### src/rtl/id_crc_pkg.sv
package id_crc_pkg;

  localparam int unsigned ID_BITS_DEF = 64;
  localparam int unsigned CRC_W_DEF   = 8;

  // One serial step of a reflected CRC: shift right, fold in poly on feedback.
  function automatic logic [CRC_W_DEF-1:0] crc_step(
    input logic [CRC_W_DEF-1:0] cur,
    input logic                 din,
    input logic [CRC_W_DEF-1:0] poly
  );
    logic fb;
    fb = cur[0] ^ din;
    crc_step = (cur >> 1) ^ (fb ? poly : '0);
  endfunction

endpackage

### src/rtl/id_bit_counter.sv
module id_bit_counter #(
  parameter int unsigned ID_BITS   = 64,
  parameter int unsigned DATA_BITS = 56,
  localparam int unsigned CNT_W    = $clog2(ID_BITS + 1)
) (
  input  logic             clk,
  input  logic             rst,
  input  logic             start_i,
  input  logic             bit_vld_i,
  output logic             take_o,
  output logic             data_phase_o,
  output logic             last_take_o,
  output logic [CNT_W-1:0] cnt_o
);

  localparam logic [CNT_W-1:0] FULL = CNT_W'(ID_BITS);
  localparam logic [CNT_W-1:0] LAST = CNT_W'(ID_BITS - 1);
  localparam logic [CNT_W-1:0] DLIM = CNT_W'(DATA_BITS);

  logic [CNT_W-1:0] cnt_q;

  assign take_o       = bit_vld_i && !start_i && (cnt_q != FULL);
  assign data_phase_o = (cnt_q < DLIM);
  assign last_take_o  = take_o && (cnt_q == LAST);
  assign cnt_o        = cnt_q;

  always_ff @(posedge clk) begin
    if (rst || start_i) cnt_q <= '0;
    else if (take_o)    cnt_q <= cnt_q + 1'b1;
  end

  // the position never runs past a complete frame
  a_r6_cnt_bounded: assert property (@(posedge clk) disable iff (rst)
    cnt_q <= FULL);
  // no strobe, no movement
  a_r6_idle_hold: assert property (@(posedge clk) disable iff (rst)
    (!bit_vld_i && !start_i) |=> $stable(cnt_q));
  // start returns the position to zero
  a_r7_cnt_restart: assert property (@(posedge clk) disable iff (rst)
    start_i |=> (cnt_q == '0));

endmodule

### src/rtl/crc_serial.sv
module crc_serial
  import id_crc_pkg::*;
#(
  parameter logic [CRC_W_DEF-1:0] POLY = 8'h8C
) (
  input  logic                 clk,
  input  logic                 rst,
  input  logic                 clr_i,
  input  logic                 en_i,
  input  logic                 din_i,
  output logic [CRC_W_DEF-1:0] crc_o
);

  logic [CRC_W_DEF-1:0] crc_q;

  always_ff @(posedge clk) begin
    if (rst || clr_i) crc_q <= '0;
    else if (en_i)    crc_q <= crc_step(crc_q, din_i, POLY);
  end

  assign crc_o = crc_q;

  // register holds when no data bit is taken
  a_r6_crc_hold: assert property (@(posedge clk) disable iff (rst)
    (!en_i && !clr_i) |=> $stable(crc_q));
  // clear brings the register to its zero seed
  a_r3_crc_seed: assert property (@(posedge clk) disable iff (rst)
    clr_i |=> (crc_q == '0));

endmodule

### src/rtl/byte_capture.sv
module byte_capture #(
  parameter int unsigned W = 8
) (
  input  logic         clk,
  input  logic         rst,
  input  logic         clr_i,
  input  logic         en_i,
  input  logic         din_i,
  output logic [W-1:0] q_o,
  output logic [W-1:0] q_next_o
);

  logic [W-1:0] q_r;

  // LSB-first arrival: newest bit enters at the top
  generate
    if (W > 1) begin : g_wide
      assign q_next_o = {din_i, q_r[W-1:1]};
    end else begin : g_one
      assign q_next_o = din_i;
    end
  endgenerate

  always_ff @(posedge clk) begin
    if (rst || clr_i) q_r <= '0;
    else if (en_i)    q_r <= q_next_o;
  end

  assign q_o = q_r;

  // captured byte holds without a tail-phase strobe
  a_r6_cap_hold: assert property (@(posedge clk) disable iff (rst)
    (!en_i && !clr_i) |=> $stable(q_r));

endmodule

### src/rtl/id_crc8_check.sv
module id_crc8_check
  import id_crc_pkg::*;
#(
  parameter int unsigned          ID_BITS = ID_BITS_DEF,
  parameter logic [CRC_W_DEF-1:0] POLY    = 8'h8C
) (
  input  logic clk,
  input  logic rst,
  input  logic start_i,
  input  logic bit_vld_i,
  input  logic bit_i,
  output logic done_o,
  output logic match_o
);

  localparam int unsigned CRC_W     = CRC_W_DEF;
  localparam int unsigned DATA_BITS = ID_BITS - CRC_W;
  localparam int unsigned CNT_W     = $clog2(ID_BITS + 1);

  logic             take, data_phase, last_take;
  logic [CNT_W-1:0] cnt;
  logic [CRC_W-1:0] crc_val, cap_val, cap_next;

  id_bit_counter #(.ID_BITS(ID_BITS), .DATA_BITS(DATA_BITS)) u_cnt (
    .clk(clk), .rst(rst), .start_i(start_i), .bit_vld_i(bit_vld_i),
    .take_o(take), .data_phase_o(data_phase), .last_take_o(last_take),
    .cnt_o(cnt)
  );

  crc_serial #(.POLY(POLY)) u_crc (
    .clk(clk), .rst(rst), .clr_i(start_i),
    .en_i(take && data_phase), .din_i(bit_i), .crc_o(crc_val)
  );

  byte_capture #(.W(CRC_W)) u_cap (
    .clk(clk), .rst(rst), .clr_i(start_i),
    .en_i(take && !data_phase), .din_i(bit_i),
    .q_o(cap_val), .q_next_o(cap_next)
  );

  always_ff @(posedge clk) begin
    if (rst || start_i) begin
      done_o  <= 1'b0;
      match_o <= 1'b0;
    end else begin
      done_o <= last_take;
      if (last_take) match_o <= (crc_val == cap_next);
    end
  end

  // synchronous reset clears both outputs
  a_r1_reset_clear: assert property (@(posedge clk)
    rst |=> (!done_o && !match_o));
  // done is a single-cycle pulse
  a_r2_done_pulse: assert property (@(posedge clk) disable iff (rst)
    done_o |=> !done_o);
  // done follows the final bit and nothing else
  a_r2_done_after_last: assert property (@(posedge clk) disable iff (rst)
    done_o |-> $past(last_take));
  // verdict frozen outside the final-bit edge
  a_r5_match_hold: assert property (@(posedge clk) disable iff (rst)
    (!start_i && !last_take) |=> $stable(match_o));
  // start wipes the verdict
  a_r7_start_clear: assert property (@(posedge clk) disable iff (rst)
    start_i |=> (!done_o && !match_o));
  // final bit arrives only with the count at the last position
  a_r3_last_pos: assert property (@(posedge clk) disable iff (rst)
    last_take |-> (cnt == CNT_W'(ID_BITS - 1)) && !data_phase);
  // the capture byte is unused before the tail phase
  a_r6_cap_idle: assert property (@(posedge clk) disable iff (rst)
    (data_phase && !start_i) |-> (cap_val == '0));

endmodule

### config.mk
export PLATFORM = sky130hd
export DESIGN_NAME = id_crc8_check
export DESIGN_NICKNAME = d
export VERILOG_FILES = /design/src/rtl/id_crc_pkg.sv /design/src/rtl/id_bit_counter.sv /design/src/rtl/crc_serial.sv /design/src/rtl/byte_capture.sv /design/src/rtl/id_crc8_check.sv
export SDC_FILE = /design/constraint.sdc
export NUM_CORES = 1
export LEC_CHECK = 0
export ABC_CLOCK_PERIOD_IN_PS = 2050
export BUFFER_PORTS_ARGS = -buffer_cell sky130_fd_sc_hd__buf_4
export CORE_UTILIZATION = 25
export CTS_BUF_LIST = sky130_fd_sc_hd__clkbuf_8
export CTS_CLUSTER_DIAMETER = 30
export DETAILED_ROUTE_END_ITERATION = 6
export GPL_ROUTABILITY_DRIVEN = 0
export PLACE_DENSITY = 0.35
export SYNTH_ARGS = -nofsm -noshare
export SYNTH_HDL_FRONTEND = slang
export SYNTH_HIERARCHICAL = 1
export SYNTH_SLANG_ARGS = --single-unit
export TNS_END_PERCENT = 100
### constraint.sdc
create_clock -name clk -period 2.05 [get_ports clk]
set_input_delay 0.3075 -clock clk [delete_from_list [all_inputs] [get_ports clk]]
set_output_delay 0.3075 -clock clk [all_outputs]
set_load 0.02 [all_outputs]
==> summary.md, run 1 <==
| Metric | Value |
|---|---|
| Area Growth Syn to Fin | 11.2% |
| Maxcap violations | 0 |
| Max FO, Critical Path | 7 |
| Worst skew pair latency | between 0.2 and 0.3 ns |
| Finished Core Util | 29.6% |
| Syn Nets | 130 |
| Total clock sinks | 24 |
| Share of cells above drive strength 1 | 13.8% |
| Vias in the first global route | 770 |
| CP top delay family | flip-flops |
| ANT nets after route | 0 |
| H-tree depth | 1 |
| Hold_buf cts | 0 |
| Initial antenna violation count | 0 |
| Antenna Cells | 0 |
| Required time worst endpoint | roughly 2.2 ns |
| Critical path buffer and inverter count | 2 |
| DRT Wirelength | around 2300 um |
| Post-DP HPWL | between 1500 and 2000 um |
| Setup violators final | 0 |
| Slew HR | 74.6% |
| Fmax | 0.573 GHz |
| DRC viols | 0 |
| Unrepaired setup endpoints after global routing | no |
| Final min period | 1.75 ns |
| Hold_ws | 0.273 ns |
| First-pass GRT wire length | 3840 um |
| Run status | finished clean |
| Via count | 827 |
| Max-slew violations | 0 |
| Largest net degree at the start of global routing | 14 |
| CP Capture Type | flip-flop |
| Worst-Margin Slew | 0.379 ns |
| Core area | between 0.004 and 0.005 mm^2 |
| Startpoint types | flip-flop |
| Critical Path Most Common Cell | nor2b_1 |
| Mean post-synth cell area | 9.60 um^2 |
| Row count | 24 |
| Worst Setup SP | u_cnt/cnt_o[0] |
| Post-Syn Area | 0.00118 mm^2 |
| CTS tree | done |
| Clock slew at reported path FFs | 0.08 ns |
| Drt via density | 4.54 |
| TNS Setup | 0 ns |
| Leak | 0.000488 uW |
| GRT Total Usage | 9.95% |
| Die ar. | 0.00500 mm^2 |
| CP arrival | 1.90 ns |
| Overall power | 805 uW |
| R2R Path Start | u_cnt/cnt_o[0] |
| Synth Instances | around 120 |
| Initial DRT Pass Iterations | 4 |
| Chip width | 70.7 um |
| Chip height | 70.7 um |
| Initial Util | 26.6% |
| HP Class | primary input to flip-flop |
| Post-DR wirelength/cell | 12.5 um |
| Endpoints failing hold | 0 |
| PwrDens | 613 mW/mm^2 |
| CP Cell Sequence | inv_1 > ha_1 > nor2b_1 > a21oi_1 > nor2b_1 > buf_4 > mux2i_1 > nor2_1 |
| Period Utilization, post-route | 85.2% |
| Post-CTS setup buffer count | 0 |
| Port buffer count | 6 |
| Io pins | 7 |
| Final #Nets | 139 |
| CP peak stage delay | 0.39 ns |
| Critical path type | flip-flop to flip-flop |
| Clk_skew | approximately 0.0054 ns |
| Crit-path slowest cell | dfxtp_1 |
| DRT iter0 DRCs | 45 |
| CTS root buf | clkbuf_8 |
| GRT overflow | 0 |
| Number of buffers created by CTS | 3 |
| YS warnings | 6 |
| # resized after CTS | 0 |
| Hold path startpoint | rst |
| Peak supply drop | 286 uV |
| Max Buffers Root-to-Sink | 2 |
registers in the layout, indices dropped and copies added, names as in the netlist:
name and flops:
match_o 1, u_cap/q_o 7, done_o 1, u_cnt/cnt_o 7, u_crc/crc_o 8
path summary, 6_finish.rpt:
check	end	slack [ns]	cells past startpoint
worst min-delay path	done_o	0.27	2
worst max register to register	u_cap/q_o[7]	0.30	8
worst min register to register	match_o	0.48	2
worst max-delay path	u_cap/q_o[7]	0.30	8
where the power goes:
part	switching (uW)	internal (uW)	total, uW
clock network	146	131	278
registers	3.65	469	472
logic	32.5	22.7	55.2
total	182	623	805
area by class of cell:
type	instances	area [um^2]
multi-input combinational	90	644
inverter	4	15.0
clock buffer	3	41.3
tap	52	65.1
fill	486	3130
sequential	24	480
timing repair buffer	9	67.6
cell usage in the layout (no fill, tap or decap), drive strengths merged, types with 2 or more instances in the layout:
cell type  instances
nand4              2
or2                3
xor2               9
buf                9
nor2              15
ha                 2
o21a               2
nand3              5
dfxtp             24
o21ai              2
nand4b             3
or3                2
nand3b             3
mux2i             14
nand2              6
nor4               2
inv                4
clkbuf             3
nor2b              2
a21oi              5
metrics by stage:
stage,cell area (um^2),std cells,setup slack (ns)
after floorplan,1180,123,0.467
after global placement,1270,179,0.397
after detailed placement,1270,179,0.326
after CTS,1310,182,0.297
after global routing,1310,182,0.174
final,1310,182,0.303
per-layer routing:
layer  up-vias  global-route usage [%]  wire [um]
li1        448                       -          -
met1       360                    14.7       1300
met2        17                    13.7        846
met3         2                    2.99        109
met4         0                    3.33         26
met5         -                       0          0
Power figures use the tool's default switching activity.
==> run 2, diff against run 1 <==
ABC_CLOCK_PERIOD_IN_PS = 2100   (was 2050)
clock period = 2.1 ns   (was 2.05 ns; I/O delays follow)
==> run 2 against run 1 <==
Effect of this change:
- largest cell class unchanged
- die area unchanged
- core utilization increased by 0.51 points
- sequential share of layout area decreased by 0.62 points
==> summary.md, run 2 (synthesized netlist as in run 1, its figures left out) <==
| Metric | Value |
|---|---|
| Run status | finished clean (unchanged) |
| Final #Nets | 138 (was 139) |
| Max reg flops | 8 (unchanged) |
| Number of buffers created by CTS | 3 (unchanged) |
| Max FO, Critical Path | 7 (unchanged) |
| Area Growth Syn to Fin | 13.1% (was 11.2%) |
| RR Endpoint | u_cap/q_o[6] (was u_cap/q_o[7]) |
| HP Class | primary input to flip-flop (unchanged) |
| Slew HR | 72.6% (was 74.6%) |
| Worst-Margin Slew | 0.410 ns (was 0.379 ns) |
| Final min period | 1.70 ns (was 1.75 ns) |
| Row count | 24 (unchanged) |
| Leak | 0.000496 uW (was 0.000488 uW) |
| Port buffer count | 6 (unchanged) |
| Max Buffers Root-to-Sink | 2 (unchanged) |
| Fill count | 473 (was 486) |
| Initial DRT Pass Iterations | 4 (unchanged) |
| Critical path type | flip-flop to flip-flop (unchanged) |
| Vias in the first global route | 750 (was 770) |
| Clk_skew | 0.00896 ns (was 0.00536 ns) |
| Clock slew at reported path FFs | 0.09 ns (was 0.08 ns) |
| Maxcap violations | 0 (unchanged) |
| DRT Wirelength | 2320 um (was 2280 um) |
| Critical path buffer and inverter count | 2 (unchanged) |
| H-tree depth | 1 (unchanged) |
| Chip width | 70.7 um (unchanged) |
| Max-slew violations | 0 (unchanged) |
| Startpoint types | flip-flop (unchanged) |
| Initial Util | 26.6% (unchanged) |
| Required time worst endpoint | 2.27 ns (was 2.20 ns) |
| Worst Setup SP | u_cnt/cnt_o[0] (unchanged) |
| Crit-path slowest cell | dfxtp_1 (unchanged) |
| CP arrival | 1.87 ns (was 1.90 ns) |
| Post-DR wirelength/cell | 12.8 um (was 12.5 um) |
| CP top delay family | flip-flops (unchanged) |
| Total clock sinks | 24 (unchanged) |
| Endpoints failing hold | 0 (unchanged) |
| Worst skew pair latency | 0.27 ns (was 0.26 ns) |
| ANT nets after route | 0 (unchanged) |
| Crit path depth | 8 (unchanged) |
| Worst reg2reg path depth | 8 (unchanged) |
| Hold_buf cts | 0 (unchanged) |
| Crit path capture | u_cap/q_o[6] (was u_cap/q_o[7]) |
| CP peak stage delay | 0.38 ns (was 0.39 ns) |
| Post-CTS setup buffer count | 0 (unchanged) |
| Initial antenna violation count | 0 (unchanged) |
| Antenna Cells | 0 (unchanged) |
| First-pass GRT wire length | 3850 um (was 3840 um) |
| Post-DP HPWL | 1760 um (was 1690 um) |
| Via count | 845 (was 827) |
| Most common cell after layout, fill and taps aside | dfxtp_1 (unchanged) |
| Finished Core Util | 30.1% (was 29.6%) |
| Chip height | 70.7 um (unchanged) |
| Peak supply drop | 264 uV (was 286 uV) |
| GRT Total Usage | 10.1% (was 9.95%) |
| # resized after CTS | 0 (unchanged) |
| Met3 GRT Util | 2.14% (was 2.99%) |
| Overall power | 924 uW (was 805 uW) |
| Period Utilization, post-route | 81.1% (was 85.2%) |
| TNS Setup | 0 ns (unchanged) |
| R2R Path Start | u_cnt/cnt_o[0] (unchanged) |
| Unrepaired setup endpoints after global routing | no (unchanged) |
| Hold_ws | 0.272 ns (was 0.273 ns) |
| CP Capture Type | flip-flop (unchanged) |
| DRT iter0 DRCs | 36 (was 45) |
| Met1 Use GR | 16.0% (was 14.7%) |
| DRC viols | 0 (unchanged) |
| Die ar. | 0.00500 mm^2 (unchanged) |
| CTS tree | done (unchanged) |
| Critical Path Most Common Cell | nor2b_1 (unchanged) |
| Fmax | 0.588 GHz (was 0.573 GHz) |
| GRT busiest layer | met1 (unchanged) |
| Setup violators final | 0 (unchanged) |
| Core area | 0.00444 mm^2 (unchanged) |
| Drt via density | 4.64 (was 4.54) |
| Commonest cells after routing, fill and taps aside | 24 x dfxtp_1, 14 x mux2i_1, 14 x nor2_1 (unchanged) |
| Io pins | 7 (unchanged) |
| CTS root buf | clkbuf_8 (unchanged) |
| Share of cells above drive strength 1 | 13.8% (unchanged) |
| CP Cell Sequence | inv_1 > ha_1 > nor2b_1 > a21oi_1 > nor2b_1 > buf_4 > mux2i_1 > nor2_1 (unchanged) |
| FF-to-FF setup slack | 0.40 ns (was 0.30 ns) |
| Largest net degree at the start of global routing | 15 (was 14) |
| Met2 Use GR | 12.8% (was 13.7%) |
| PwrDens | 691 mW/mm^2 (was 613 mW/mm^2) |
| GRT overflow | 0 (unchanged) |
-- run 2: cell count changes in the layout (fill, tap and decap cells not counted), sizes merged --
cell and change:
bufinv +1, buf -1
-- run 2: where the power goes --
part	internal, uW	switching [uW]
logic	22.2	31.5
clock network	255	154
registers	458	3.26
-- run 2: per-stage QoR --
stage | instances | area [um^2] | worst slack (ns)
after global routing | 182 | 1340 | 0.226
after floorplan | 123 | 1180 | 0.517
after global placement | 178 | 1260 | 0.388
after detailed placement | 178 | 1260 | 0.384
after CTS | 182 | 1340 | 0.365
final | 182 | 1340 | 0.398
-- run 2: area by class of cell --
type	count	area, um^2	share of cell area, %
Multi-Input combinational cell	90	644	48.2
Sequential cell	24	480	36.0
Tap cell	52	65.1	4.87
Timing Repair Buffer	8	60.1	4.49
Clock buffer	3	41.3	3.09
Clock inverter	1	30.0	2.25
Inverter	4	15.0	1.12
-- run 2: how the worst min path moves through the flow --
| stage | endpoint | from | depth (start not counted) | slack (ns) |
|---|---|---|---|---|
| 2_1_floorplan | done_o | start_i | 1 | 0.39 |
| 3_3_place_gp | match_o | match_o | 2 | 0.47 |
| 3_5_place_dp | match_o | match_o | 2 | 0.47 |
| 4_1_cts | done_o | rst | 2 | 0.27 |
| 5_1_grt | done_o | rst | 2 | 0.27 |
| 6_report | done_o | rst | 2 | 0.27 |
-- run 2: per-layer routing --
metal / wire, um / vias up
li1: - / 445
met1: 1350 / 387
met2: 888 / 9
met3: 54 / 4
met4: 32 / 0
met5: 0 / -
==> run 3, diff against run 2 <==
ABC_CLOCK_PERIOD_IN_PS = 1700   (was 2100)
clock period = 1.7 ns   (was 2.1 ns; I/O delays follow)
==> run 3 against run 2 <==
Effect of this change:
- clock power grew 23%
- final cell count is 2.2% higher
- fmax up 6.4%
- sequential share of layout area down 1.6 points
- highest routed layer unchanged
==> summary.md, run 3 (synthesized netlist as in run 1, its figures left out) <==
| Metric | Value |
|---|---|
| Chip height | 70.7 um (unchanged) |
| Port buffer count | 6 (unchanged) |
| TNS Setup | 0 ns (unchanged) |
| CTS tree | done (unchanged) |
| Worst skew pair latency | 0.27 ns (about the same) |
| Clk_skew | 0.00645 ns (was 0.00896 ns) |
| GRT Total Usage | 10.1% (about the same) |
| Hold_ws | 0.217 ns (was 0.272 ns) |
| CP arrival | 1.76 ns (was 1.87 ns) |
| Initial DRT Pass Iterations | 4 (unchanged) |
| Endpoints failing hold | 0 (unchanged) |
| CP Capture Type | flip-flop (unchanged) |
| Antenna Cells | 0 (unchanged) |
| Area Growth Syn to Fin | 19.1% (was 13.1%) |
| Final #Nets | 142 (was 138) |
| DRT Wirelength | 2450 um (was 2320 um) |
| Critical path type | flip-flop to flip-flop (unchanged) |
| Total clock sinks | 24 (unchanged) |
| Leak | 0.000528 uW (was 0.000496 uW) |
| H-tree depth | 1 (unchanged) |
| Worst-Margin Slew | 0.405 ns (was 0.410 ns) |
| Core area | 0.00444 mm^2 (unchanged) |
| Required time worst endpoint | 1.86 ns (was 2.27 ns) |
| Final min period | 1.60 ns (was 1.70 ns) |
| Commonest cells after routing, fill and taps aside | 22 x dfxtp_1, 14 x mux2i_1, 14 x nor2_1 (was 24 x dfxtp_1, 14 x mux2i_1, 14 x nor2_1) |
| DRC viols | 0 (unchanged) |
| Io pins | 7 (unchanged) |
| CTS root buf | clkbuf_8 (unchanged) |
| CP Cell Sequence | inv_1 > ha_1 > nor2b_2 > a21oi_2 > nor2b_4 > buf_6 > mux2i_1 > nor2_1 (was inv_1 > ha_1 > nor2b_1 > a21oi_1 > nor2b_1 > buf_4 > mux2i_1 > nor2_1) |
| Finished Core Util | 31.6% (was 30.1%) |
| Number of buffers created by CTS | 3 (unchanged) |
| Initial Util | 26.6% (unchanged) |
| Crit-path slowest cell | dfxtp_2 (was dfxtp_1) |
| Peak supply drop | 455 uV (was 264 uV) |
| Post-Place Worst Slack | 0.0281 ns (was 0.384 ns) |
| Max Buffers Root-to-Sink | 2 (unchanged) |
| CP peak stage delay | 0.35 ns (was 0.38 ns) |
| Fill count | 469 (was 473) |
| Die ar. | 0.00500 mm^2 (unchanged) |
| Max reg flops | 8 (unchanged) |
| PwrDens | 818 mW/mm^2 (was 691 mW/mm^2) |
| Register area | 483 um^2 (was 480 um^2) |
| HP Class | primary input to flip-flop (unchanged) |
| DRT iter0 DRCs | 26 (was 36) |
| Vias in the first global route | 807 (was 750) |
| Setup violators final | 0 (unchanged) |
| Slew HR | 72.9% (was 72.6%) |
| Startpoint types | flip-flop (unchanged) |
| Clock slew at reported path FFs | 0.09 ns (about the same) |
| Largest net degree at the start of global routing | 15 (unchanged) |
| Fmax | 0.625 GHz (was 0.588 GHz) |
| Initial antenna violation count | 0 (unchanged) |
| Period Utilization, post-route | 94.1% (was 81.1%) |
| GRT overflow | 0 (unchanged) |
| Post-DR wirelength/cell | 13.2 um (was 12.8 um) |
| Max-slew violations | 0 (unchanged) |
| First-pass GRT wire length | 3940 um (was 3850 um) |
| PnR worst setup slack | 0.101 ns (was 0.398 ns) |
| Max FO, Critical Path | 7 (unchanged) |
| Chip width | 70.7 um (unchanged) |
| Post-DP HPWL | 1770 um (was 1760 um) |
| Drt via density | 4.74 (was 4.64) |
| Most common cell after layout, fill and taps aside | dfxtp_1 (unchanged) |
| Multi-input logic area | 666 um^2 (was 644 um^2) |
| Share of cells above drive strength 1 | 21.6% (was 13.8%) |
| Via count | 882 (was 845) |
| Run status | finished clean (unchanged) |
| Row count | 24 (unchanged) |
| Maxcap violations | 0 (unchanged) |
| ANT nets after route | 0 (unchanged) |
[run 3: changes by cell type in the layout (fill, tap and decap cells not counted)]
cell | before | now
a21oi_1 | 5 | 4
a21oi_2 | 0 | 1
and2_1 | 1 | 0
and2_4 | 0 | 1
buf_12 | 0 | 1
buf_4 | 8 | 10
buf_6 | 0 | 1
dfxtp_1 | 24 | 22
dfxtp_2 | 0 | 2
nor2b_1 | 2 | 0
nor2b_2 | 0 | 1
nor2b_4 | 0 | 1
nor3_1 | 1 | 0
nor3_2 | 0 | 1
[run 3: worst paths after layout]
kind,endpoint,start,slack (ns),cells past startpoint
worst max-delay path,u_cap/q_o[7],u_cnt/cnt_o[0],0.10,8
worst min-delay path,done_o,rst,0.22,2
worst max register to register,u_cap/q_o[7],u_cnt/cnt_o[0],0.10,8
worst min register to register,u_cnt/cnt_o[1],u_cnt/cnt_o[1],0.49,2
[run 3: layout make-up]
class | instances | share of cell area [%]
clock inverters | 1 | 2.14
repair buffers | 12 | 7.56
clock buffers | 3 | 2.94
multi-input cells | 90 | 47.3
well taps | 52 | 4.63
flip-flops and latches | 24 | 34.3
inverters | 4 | 1.07
[run 3: through the flow]
step / cell area, um^2 / instances / total power (uW)
2_1_floorplan: 1180 / 123 / 629
4_1_cts: 1360 / 184 / 1160
5_1_grt: 1410 / 186 / 1200
3_3_place_gp: 1290 / 180 / 653
3_5_place_dp: 1290 / 180 / 654
6_report: 1410 / 186 / 1150
[run 3: report_power, final]
group	leakage (uW)	internal [uW]	total [uW]	switching [uW]
registers	0.000194	566	570	4.05
clock network	0.0000357	315	504	189
logic	0.000298	35.3	77.7	42.4
total	0.000528	916	1150	235
[run 3: critical path: cells and delay by family, from the launching register on]
| kind | cells | cell delay [ns] |
|---|---|---|
| compound gates | 1 | 0.17 |
| simple gates | 3 | 0.38 |
| mux | 1 | 0.20 |
| buf+inv | 2 | 0.20 |
| flops | 1 | 0.35 |
| fa+ha+maj | 1 | 0.19 |
[run 3: routing by layer]
metal / global-route usage, % / wire (um) / vias up / share of wire, %
met5: 0 / 0 / - / 0
met2: 13.6 / 991 / 10 / 40
met3: 3.42 / 64 / 2 / 2.6
met1: 15.2 / 1380 / 420 / 56
met4: 2.67 / 17 / 0 / 0.69
li1: - / - / 450 / -
[run 3: repair_timing]
item | in CTS | in global routing
endpoints found under the setup margin | 0 | 15
buffers inserted | 0 | 2
gates resized for setup | 0 | 9
hold buffers | 0 | 0
